## src/rtl/afp_pkg.sv

```systemverilog
package afp_pkg;
  localparam int STAT_W = 4;
  localparam logic [STAT_W-1:0] CODE_DATA = 4'h0;
  localparam logic [STAT_W-1:0] CODE_EOF  = 4'hB;

  typedef enum logic [1:0] {
    SQ_IDLE = 2'd0,
    SQ_RUN  = 2'd1,
    SQ_EOF  = 2'd2
  } seq_state_t;
endpackage

```

## src/rtl/afp_pair_pack.sv

```systemverilog
module afp_pair_pack #(
  parameter int SAMP_W = 16
) (
  input  logic                clk,
  input  logic                rst_n,
  input  logic                clr,
  input  logic                take,
  input  logic [SAMP_W-1:0]   din,
  output logic                half,
  output logic                word_fire,
  output logic [2*SAMP_W-1:0] dword
);
  logic [SAMP_W-1:0] lo_q;

  always_ff @(posedge clk) begin
    if (!rst_n || clr) begin
      half <= 1'b0;
      lo_q <= '0;
    end else if (take) begin
      half <= ~half;
      if (!half) lo_q <= din;
    end
  end

  assign word_fire = take && half;
  assign dword     = {din, lo_q};

  AST_HALF_TOGGLE: assert property (@(posedge clk) disable iff (!rst_n)
    (take && !clr) |=> (half != $past(half))) else $error("pair toggle");
endmodule

```

## src/rtl/afp_field_seq.sv

```systemverilog
module afp_field_seq
  import afp_pkg::*;
#(
  parameter int LB_W = 12,
  parameter int FL_W = 10
) (
  input  logic            clk,
  input  logic            rst_n,
  input  logic            cap_en,
  input  logic            fifo_en,
  input  logic            frame_start,
  input  logic [LB_W-1:0] line_bytes,
  input  logic [FL_W-1:0] field_lines,
  input  logic            word_fire,
  input  logic            eof_load,
  output logic            run,
  output logic            eof_req,
  output logic            idle
);
  localparam int WC_W = LB_W - 2;

  seq_state_t        st;
  logic [WC_W-1:0]   word_cnt;
  logic [FL_W-1:0]   line_cnt;
  logic [WC_W-1:0]   wpl;
  logic              last_word;
  logic              last_line;

  assign wpl       = line_bytes[LB_W-1:2];
  assign last_word = (word_cnt == wpl - WC_W'(1));
  assign last_line = (line_cnt == field_lines - FL_W'(1));

  always_ff @(posedge clk) begin
    if (!rst_n || !fifo_en) begin
      st       <= SQ_IDLE;
      word_cnt <= '0;
      line_cnt <= '0;
    end else begin
      case (st)
        SQ_IDLE: begin
          word_cnt <= '0;
          line_cnt <= '0;
          if (frame_start && cap_en) st <= SQ_RUN;
        end
        SQ_RUN: begin
          if (word_fire) begin
            if (last_word) begin
              word_cnt <= '0;
              if (last_line) begin
                line_cnt <= '0;
                st       <= SQ_EOF;
              end else begin
                line_cnt <= line_cnt + FL_W'(1);
              end
            end else begin
              word_cnt <= word_cnt + WC_W'(1);
            end
          end
        end
        SQ_EOF: begin
          if (eof_load) st <= cap_en ? SQ_RUN : SQ_IDLE;
        end
        default: st <= SQ_IDLE;
      endcase
    end
  end

  assign run     = (st == SQ_RUN);
  assign eof_req = (st == SQ_EOF);
  assign idle    = (st == SQ_IDLE);

  AST_START_GATE: assert property (@(posedge clk) disable iff (!rst_n)
    (idle && !(frame_start && cap_en)) |=> idle) else $error("start gate");
  AST_FIELD_CLOSE: assert property (@(posedge clk) disable iff (!rst_n)
    (run && fifo_en && word_fire && last_word && last_line) |=> eof_req) else $error("field close");
  AST_NEXT_FIELD: assert property (@(posedge clk) disable iff (!rst_n)
    (eof_req && eof_load && fifo_en && cap_en) |=> run) else $error("next field");
  AST_STOP_AT_EOF: assert property (@(posedge clk) disable iff (!rst_n)
    (eof_req && eof_load && fifo_en && !cap_en) |=> idle) else $error("stop at eof");
  AST_FIFO_OFF_IDLE: assert property (@(posedge clk) disable iff (!rst_n)
    !fifo_en |=> idle) else $error("fifo off");
endmodule

```

## src/rtl/afp_out_reg.sv

```systemverilog
module afp_out_reg #(
  parameter int W = 36
) (
  input  logic         clk,
  input  logic         rst_n,
  input  logic         flush,
  input  logic         load,
  input  logic [W-1:0] din,
  input  logic         ready,
  output logic         valid,
  output logic [W-1:0] dout,
  output logic         free
);
  assign free = !valid || ready;

  always_ff @(posedge clk) begin
    if (!rst_n || flush) begin
      valid <= 1'b0;
      dout  <= '0;
    end else if (load) begin
      valid <= 1'b1;
      dout  <= din;
    end else if (ready) begin
      valid <= 1'b0;
    end
  end

  AST_HOLD_STABLE: assert property (@(posedge clk) disable iff (!rst_n)
    (valid && !ready && !flush) |=> (valid && $stable(dout))) else $error("hold");
endmodule

```

## src/rtl/audio_field_packer.sv

```systemverilog
module audio_field_packer
  import afp_pkg::*;
#(
  parameter int SAMP_W = 16,
  parameter int LB_W   = 12,
  parameter int FL_W   = 10
) (
  input  logic                       clk,
  input  logic                       rst_n,
  input  logic                       cap_en,
  input  logic                       fifo_en,
  input  logic                       frame_start,
  input  logic [LB_W-1:0]            line_bytes,
  input  logic [FL_W-1:0]            field_lines,
  input  logic                       smp_valid,
  output logic                       smp_ready,
  input  logic [SAMP_W-1:0]          smp_data,
  output logic                       wr_valid,
  input  logic                       wr_ready,
  output logic [2*SAMP_W+STAT_W-1:0] wr_data
);
  localparam int DW = 2 * SAMP_W;
  localparam int OW = DW + STAT_W;

  logic          run, eof_req, idle;
  logic          half, word_fire, take, free;
  logic          eof_load, load, ovalid;
  logic [DW-1:0] dword;
  logic [OW-1:0] load_word;

  assign take     = smp_valid && smp_ready;
  assign eof_load = eof_req && free && fifo_en;
  assign load     = word_fire || eof_load;
  assign load_word = eof_load ? {CODE_EOF, {DW{1'b0}}} : {CODE_DATA, dword};

  afp_pair_pack #(.SAMP_W(SAMP_W)) u_pack (
    .clk(clk), .rst_n(rst_n), .clr(!fifo_en || idle), .take(take),
    .din(smp_data), .half(half), .word_fire(word_fire), .dword(dword)
  );

  afp_field_seq #(.LB_W(LB_W), .FL_W(FL_W)) u_seq (
    .clk(clk), .rst_n(rst_n), .cap_en(cap_en), .fifo_en(fifo_en),
    .frame_start(frame_start), .line_bytes(line_bytes),
    .field_lines(field_lines), .word_fire(word_fire), .eof_load(eof_load),
    .run(run), .eof_req(eof_req), .idle(idle)
  );

  afp_out_reg #(.W(OW)) u_out (
    .clk(clk), .rst_n(rst_n), .flush(!fifo_en), .load(load), .din(load_word),
    .ready(wr_ready), .valid(ovalid), .dout(wr_data), .free(free)
  );

  assign smp_ready = run && fifo_en && (!half || free);
  assign wr_valid  = ovalid && fifo_en;

  AST_CODE_LEGAL: assert property (@(posedge clk) disable iff (!rst_n)
    wr_valid |-> (wr_data[OW-1:DW] == CODE_DATA || wr_data[OW-1:DW] == CODE_EOF))
    else $error("code");
  AST_EOF_ZERO: assert property (@(posedge clk) disable iff (!rst_n)
    (wr_valid && wr_data[OW-1:DW] == CODE_EOF) |-> (wr_data[DW-1:0] == '0))
    else $error("eof data");
  AST_IDLE_NO_TAKE: assert property (@(posedge clk) disable iff (!rst_n)
    idle |-> !smp_ready) else $error("idle take");
endmodule

```

## config.mk

```make
export PLATFORM = sky130hd
export DESIGN_NAME = audio_field_packer
export DESIGN_NICKNAME = d
export VERILOG_FILES = /design/src/rtl/afp_pkg.sv /design/src/rtl/afp_pair_pack.sv /design/src/rtl/afp_field_seq.sv /design/src/rtl/afp_out_reg.sv /design/src/rtl/audio_field_packer.sv
export SDC_FILE = /design/constraint.sdc
export NUM_CORES = 1
export LEC_CHECK = 0
export ABC_AREA = 1
export BUFFER_PORTS_ARGS = -buffer_cell sky130_fd_sc_hd__buf_2
export CAP_MARGIN = 20
export CELL_PAD_IN_SITES_DETAIL_PLACEMENT = 1
export CELL_PAD_IN_SITES_GLOBAL_PLACEMENT = 1
export CORE_MARGIN = 2
export CORE_UTILIZATION = 36
export CTS_BUF_LIST = sky130_fd_sc_hd__clkbuf_8 sky130_fd_sc_hd__clkbuf_16
export DETAILED_ROUTE_END_ITERATION = 10
export PLACE_DENSITY = 0.8
export SLEW_MARGIN = 20
export SYNTH_ARGS = -nofsm -noshare
export SYNTH_HDL_FRONTEND = slang
export SYNTH_HIERARCHICAL = 1
export SYNTH_SLANG_ARGS = --single-unit
```

## constraint.sdc

```tcl
create_clock -name clk -period 2.76 [get_ports clk]
set_input_delay 0.828 -clock clk [delete_from_list [all_inputs] [get_ports clk]]
set_output_delay 0.828 -clock clk [all_outputs]
set_load 0.005 [all_outputs]
```

==> results by stage <==
Outcome:
- The flow ran to the end, and the final reports show no timing, DRC or antenna violations.

Layout:
- The final cell count without fillers is 981.
- Fill cells in the final layout number 1758.
- The sequential cell area is 0.00152 mm2.
- Compared with the post-synthesis result, the final layout area differs by 16.0%.
- Leaving out fill and tap cells, the most frequent cells in the layout are 216 x sky130_fd_sc_hd__nand2_1, 112 x sky130_fd_sc_hd__inv_1, 85 x sky130_fd_sc_hd__nor2_1.
- The number of diodes is 0.
- The most common cell after layout, fill and taps aside is sky130_fd_sc_hd__nand2_1.
- The fraction of final layout cells with drive strength greater than 1 is 0.204.
- The area of the multi-input gates is 0.00239 mm2.
- The net count of the finished layout is 853.

Synth:
- Counting every instance in the synthesized netlist gives 737.
- The post-synth net total is 786.
- For this run, the leading register cell type out of synthesis is sky130_fd_sc_hd__dfxtp_1.
- The share of synthesized area occupied by flip-flops and latches is 0.323.
- The mapped cell area is 0.00471 mm2.
- Synthesis inferred 76 register bits.
- The number of warnings reported in the yosys synthesis log is 6.
- The synthesized area divided by synthesized cell count is 6.39 um2.
- Counting flops with an async set or reset pin after synthesis yields a share of 0.
- Yosys mapped a number of flops with a built-in enable equal to 0.
- The number of distinct library cells after synthesis is 33.

Route:
- The number of iterations in the first detailed-routing pass is 5.
- For this block, the via count after detailed routing is 4551.
- Wires add up to 12.5 mm.
- The average wire per standard cell is 12.8 um.
- The detail route stage leaves a number of antenna-violating nets equal to 0.
- Using the TritonRoute via totals, the vias-per-cell ratio works out to 4.64.
- The number of violations reported at the end of detailed-routing iteration 0 is 148.
- After detailed routing, the number of remaining DRC violations is 0.

GRT:
- The met1 global-route usage is 0.237.
- In the global route stage, met3 resource usage came out at 0.0386.
- The number of global-route vias before repair is 4690.
- The total global routing track utilization is 0.188.
- The wire length of the first global-routing pass is 21.6 mm.
- In the global route stage, met2 resource usage came out at 0.322.
- Entering global routing, the biggest net connects 38 pins.
- After global routing the overflow that remains totals 0.
- The layer flagged by global routing as most heavily used is met2.
- The initial antenna violation count is 0.

Clock network:
- The clock latency at the later pin of the worst-skew pair is 0.34 ns.
- The total of hold buffers inserted after clock tree synthesis is 0.
- The number of cells upsized or downsized after cts is 0.
- The clock tree root driver cell is sky130_fd_sc_hd__clkbuf_16.
- Counting the buffers created by CTS gives 9.
- The TritonCTS sink count is 76.
- After clock tree synthesis, the setup repair step added 0 buffers.
- The maximum count of clock buffers along a single path is 2.
- The CTS H-tree depth is 3.
- Clock-pin slew was measured on the worst setup and hold paths at 0.06 ns.
- TritonCTS built the clock tree.

STA:
- The worst path in the final design needs a cycle of 2.40 ns, including I/O delays and setup.
- Of the available clock period, the critical path in the final layout requires 0.868.
- The achievable frequency is 0.417 GHz.
- The worst-case clock skew is 0.0102 ns.
- The final count of hold timing violations came to 0.
- The final setup violation count is 0.
- Setup repair after global routing left no endpoint under its margin.
- Setup total negative slack on the finished layout was measured at 0 ns.
- Setup slack on the critical path of the routed design comes to 0.364 ns.
- The total count of max-transition violations in the final report is 0.

Worst setup path:
- The data arrival at the endpoint of the critical path is 2.66 ns.
- The critical-path maximum fanout is 2.
- The worst setup path category is in2reg.
- The worst setup path is launched from an input pin.
- The signal on the critical path passes through buf_2, inv_1, nand2_1, inv_1, nand2_1, nand2_1, nor2_1, nand2_1, inv_1, inv_1, nor2_1, nor2_1, inv_2, nand4_1, nor3b_2, nand3_1, xor2_1, nor3_1.
- In this run the critical register-to-register path is launched from u_seq/st[0]$_SDFFE_PP0P_.
- On the critical path, the stage with the largest delay is an instance of sky130_fd_sc_hd__nor3b_2.
- The worst setup path is captured at a register.
- The capture instance of the worst register-to-register path is u_seq/word_cnt[8]$_SDFFE_PP0P_.
- The worst register-to-register path has a depth of 17.
- The critical path required time is 3.02 ns.
- The setup check on the worst reg-to-reg path leaves a slack of 0.45 ns.
- The longest individual stage delay on the worst path is 0.27 ns.

Worst hold path:
- The worst min-delay path startpoint is u_out/dout[30]$_SDFFE_PP0P_.
- For hold timing, the worst endpoint is u_out/dout[30]$_SDFFE_PP0P_.
- The tightest min-delay check is of the reg2reg type.
- The cell depth of the worst hold path is 2.

Place:
- The placement-stage worst setup slack is 0.0404 ns.
- Port buffering added 80 buffers.
- The post-placement cell count is 965.
- The wire-length estimate of the detail-placed layout is 9.55 mm.
- The final weighted congestion of routability-driven global placement is 0.789.

Floorplanning:
- The placeable core region is 0.0127 mm2.
- The floorplan has 41 rows.
- The die span in y is 118 um.
- The floorplan step set the die width to 118 um.
- For this configuration, the core starts out at a cell density of 0.372.
- The die covers 0.0140 mm2.
- The number of placed I/O pins is 83.

Power:
- Power comes to 2.62 mW.
- In this run the power density over the cells is 479 mW/mm2.
- The leakage power is 2.65 nW.
- The largest voltage drop on the vdd net is 0.000253 V.

Run:
- The total of max-cap violations is 0.
-- sequential cells by signal (all words and copies together) (netlist names) --
| signal | count |
|---|---|
| u_out/dout | 36 |
| u_out/valid | 1 |
| u_pack/half | 1 |
| u_pack/lo_q | 16 |
| u_seq/line_cnt | 10 |
| u_seq/st | 2 |
| u_seq/word_cnt | 10 |
-- worst max-delay path, delay by kind of cell --
family	cells	cell delay (ns)
AND/OR/NAND/NOR	11	1.28
buffers and inverters	6	0.36
XOR/XNOR	1	0.17
-- cells in the mapped netlist (10+ instances only) --
cell                      instances  area share
sky130_fd_sc_hd__nand2_1        216        0.17
sky130_fd_sc_hd__dfxtp_1         76        0.32
sky130_fd_sc_hd__a21oi_1         32       0.034
sky130_fd_sc_hd__nor3_1          16       0.017
sky130_fd_sc_hd__nand3_1         58       0.062
sky130_fd_sc_hd__buf_6           11       0.026
sky130_fd_sc_hd__nand4_1         15       0.020
sky130_fd_sc_hd__xor2_1          17       0.032
sky130_fd_sc_hd__a21oi_2         10       0.019
sky130_fd_sc_hd__nand2_2         22       0.029
sky130_fd_sc_hd__buf_4           18       0.029
sky130_fd_sc_hd__inv_1          112       0.089
sky130_fd_sc_hd__nor2_1          85       0.068
-- power breakdown --
part	total [mW]	leakage [nW]	switching, mW	internal [mW]
combinational	0.207	1.88	0.130	0.0769
clock	1.32	0.161	0.490	0.826
sequential	1.10	0.612	0.000833	1.10
total	2.62	2.65	0.620	2.00
-- per-layer routing --
metal  vias up  wire [um]
met5         -          0
met4         0        150
met3         8        368
met2        60       5940
met1      2115       6080
li1       2368          -
-- area by class of cell --
cell class	instances	share of cell area
multi-input cells	502	0.437
flip-flops and latches	76	0.278
repair buffers	94	0.0994
inverters	121	0.0845
clock buffers	10	0.0437
well taps	172	0.0394
clock inverters	6	0.0176
-- worst max path at each step --
stage               cells past startpoint  slack (ns)                        endpoint  startpoint
finish                                 18        0.36  u_seq/word_cnt[8]$_SDFFE_PP0P_    wr_ready
detailed placement                     18        0.04  u_seq/word_cnt[8]$_SDFFE_PP0P_    wr_ready
floorplan                              18        0.14  u_seq/word_cnt[8]$_SDFFE_PP0P_    wr_ready
global placement                       18        0.12  u_seq/word_cnt[8]$_SDFFE_PP0P_    wr_ready
global route                           18        0.06  u_seq/word_cnt[8]$_SDFFE_PP0P_    wr_ready
CTS                                    18        0.34  u_seq/word_cnt[8]$_SDFFE_PP0P_    wr_ready
-- cells by family after synthesis --
logic type / count (synthesis) / share of synthesized area
compound gates: 48 / 0.0590
xor+xnor: 21 / 0.0391
flops: 76 / 0.323
buf+inv: 159 / 0.170
simple gates: 428 / 0.398
other cells: 1 / 0.000796
fa+ha+maj: 4 / 0.0106
-- per-stage QoR --
stage	cell area, um2	hold WS [ns]	util
after floorplan	4710	0.454	-
after global placement	5130	0.448	0.405
after detailed placement	5130	0.452	0.405
after CTS	5470	0.460	0.431
after global routing	5470	0.481	0.431
final	5470	0.457	0.431
No activity file was read; power rests on OpenSTA's default activity.
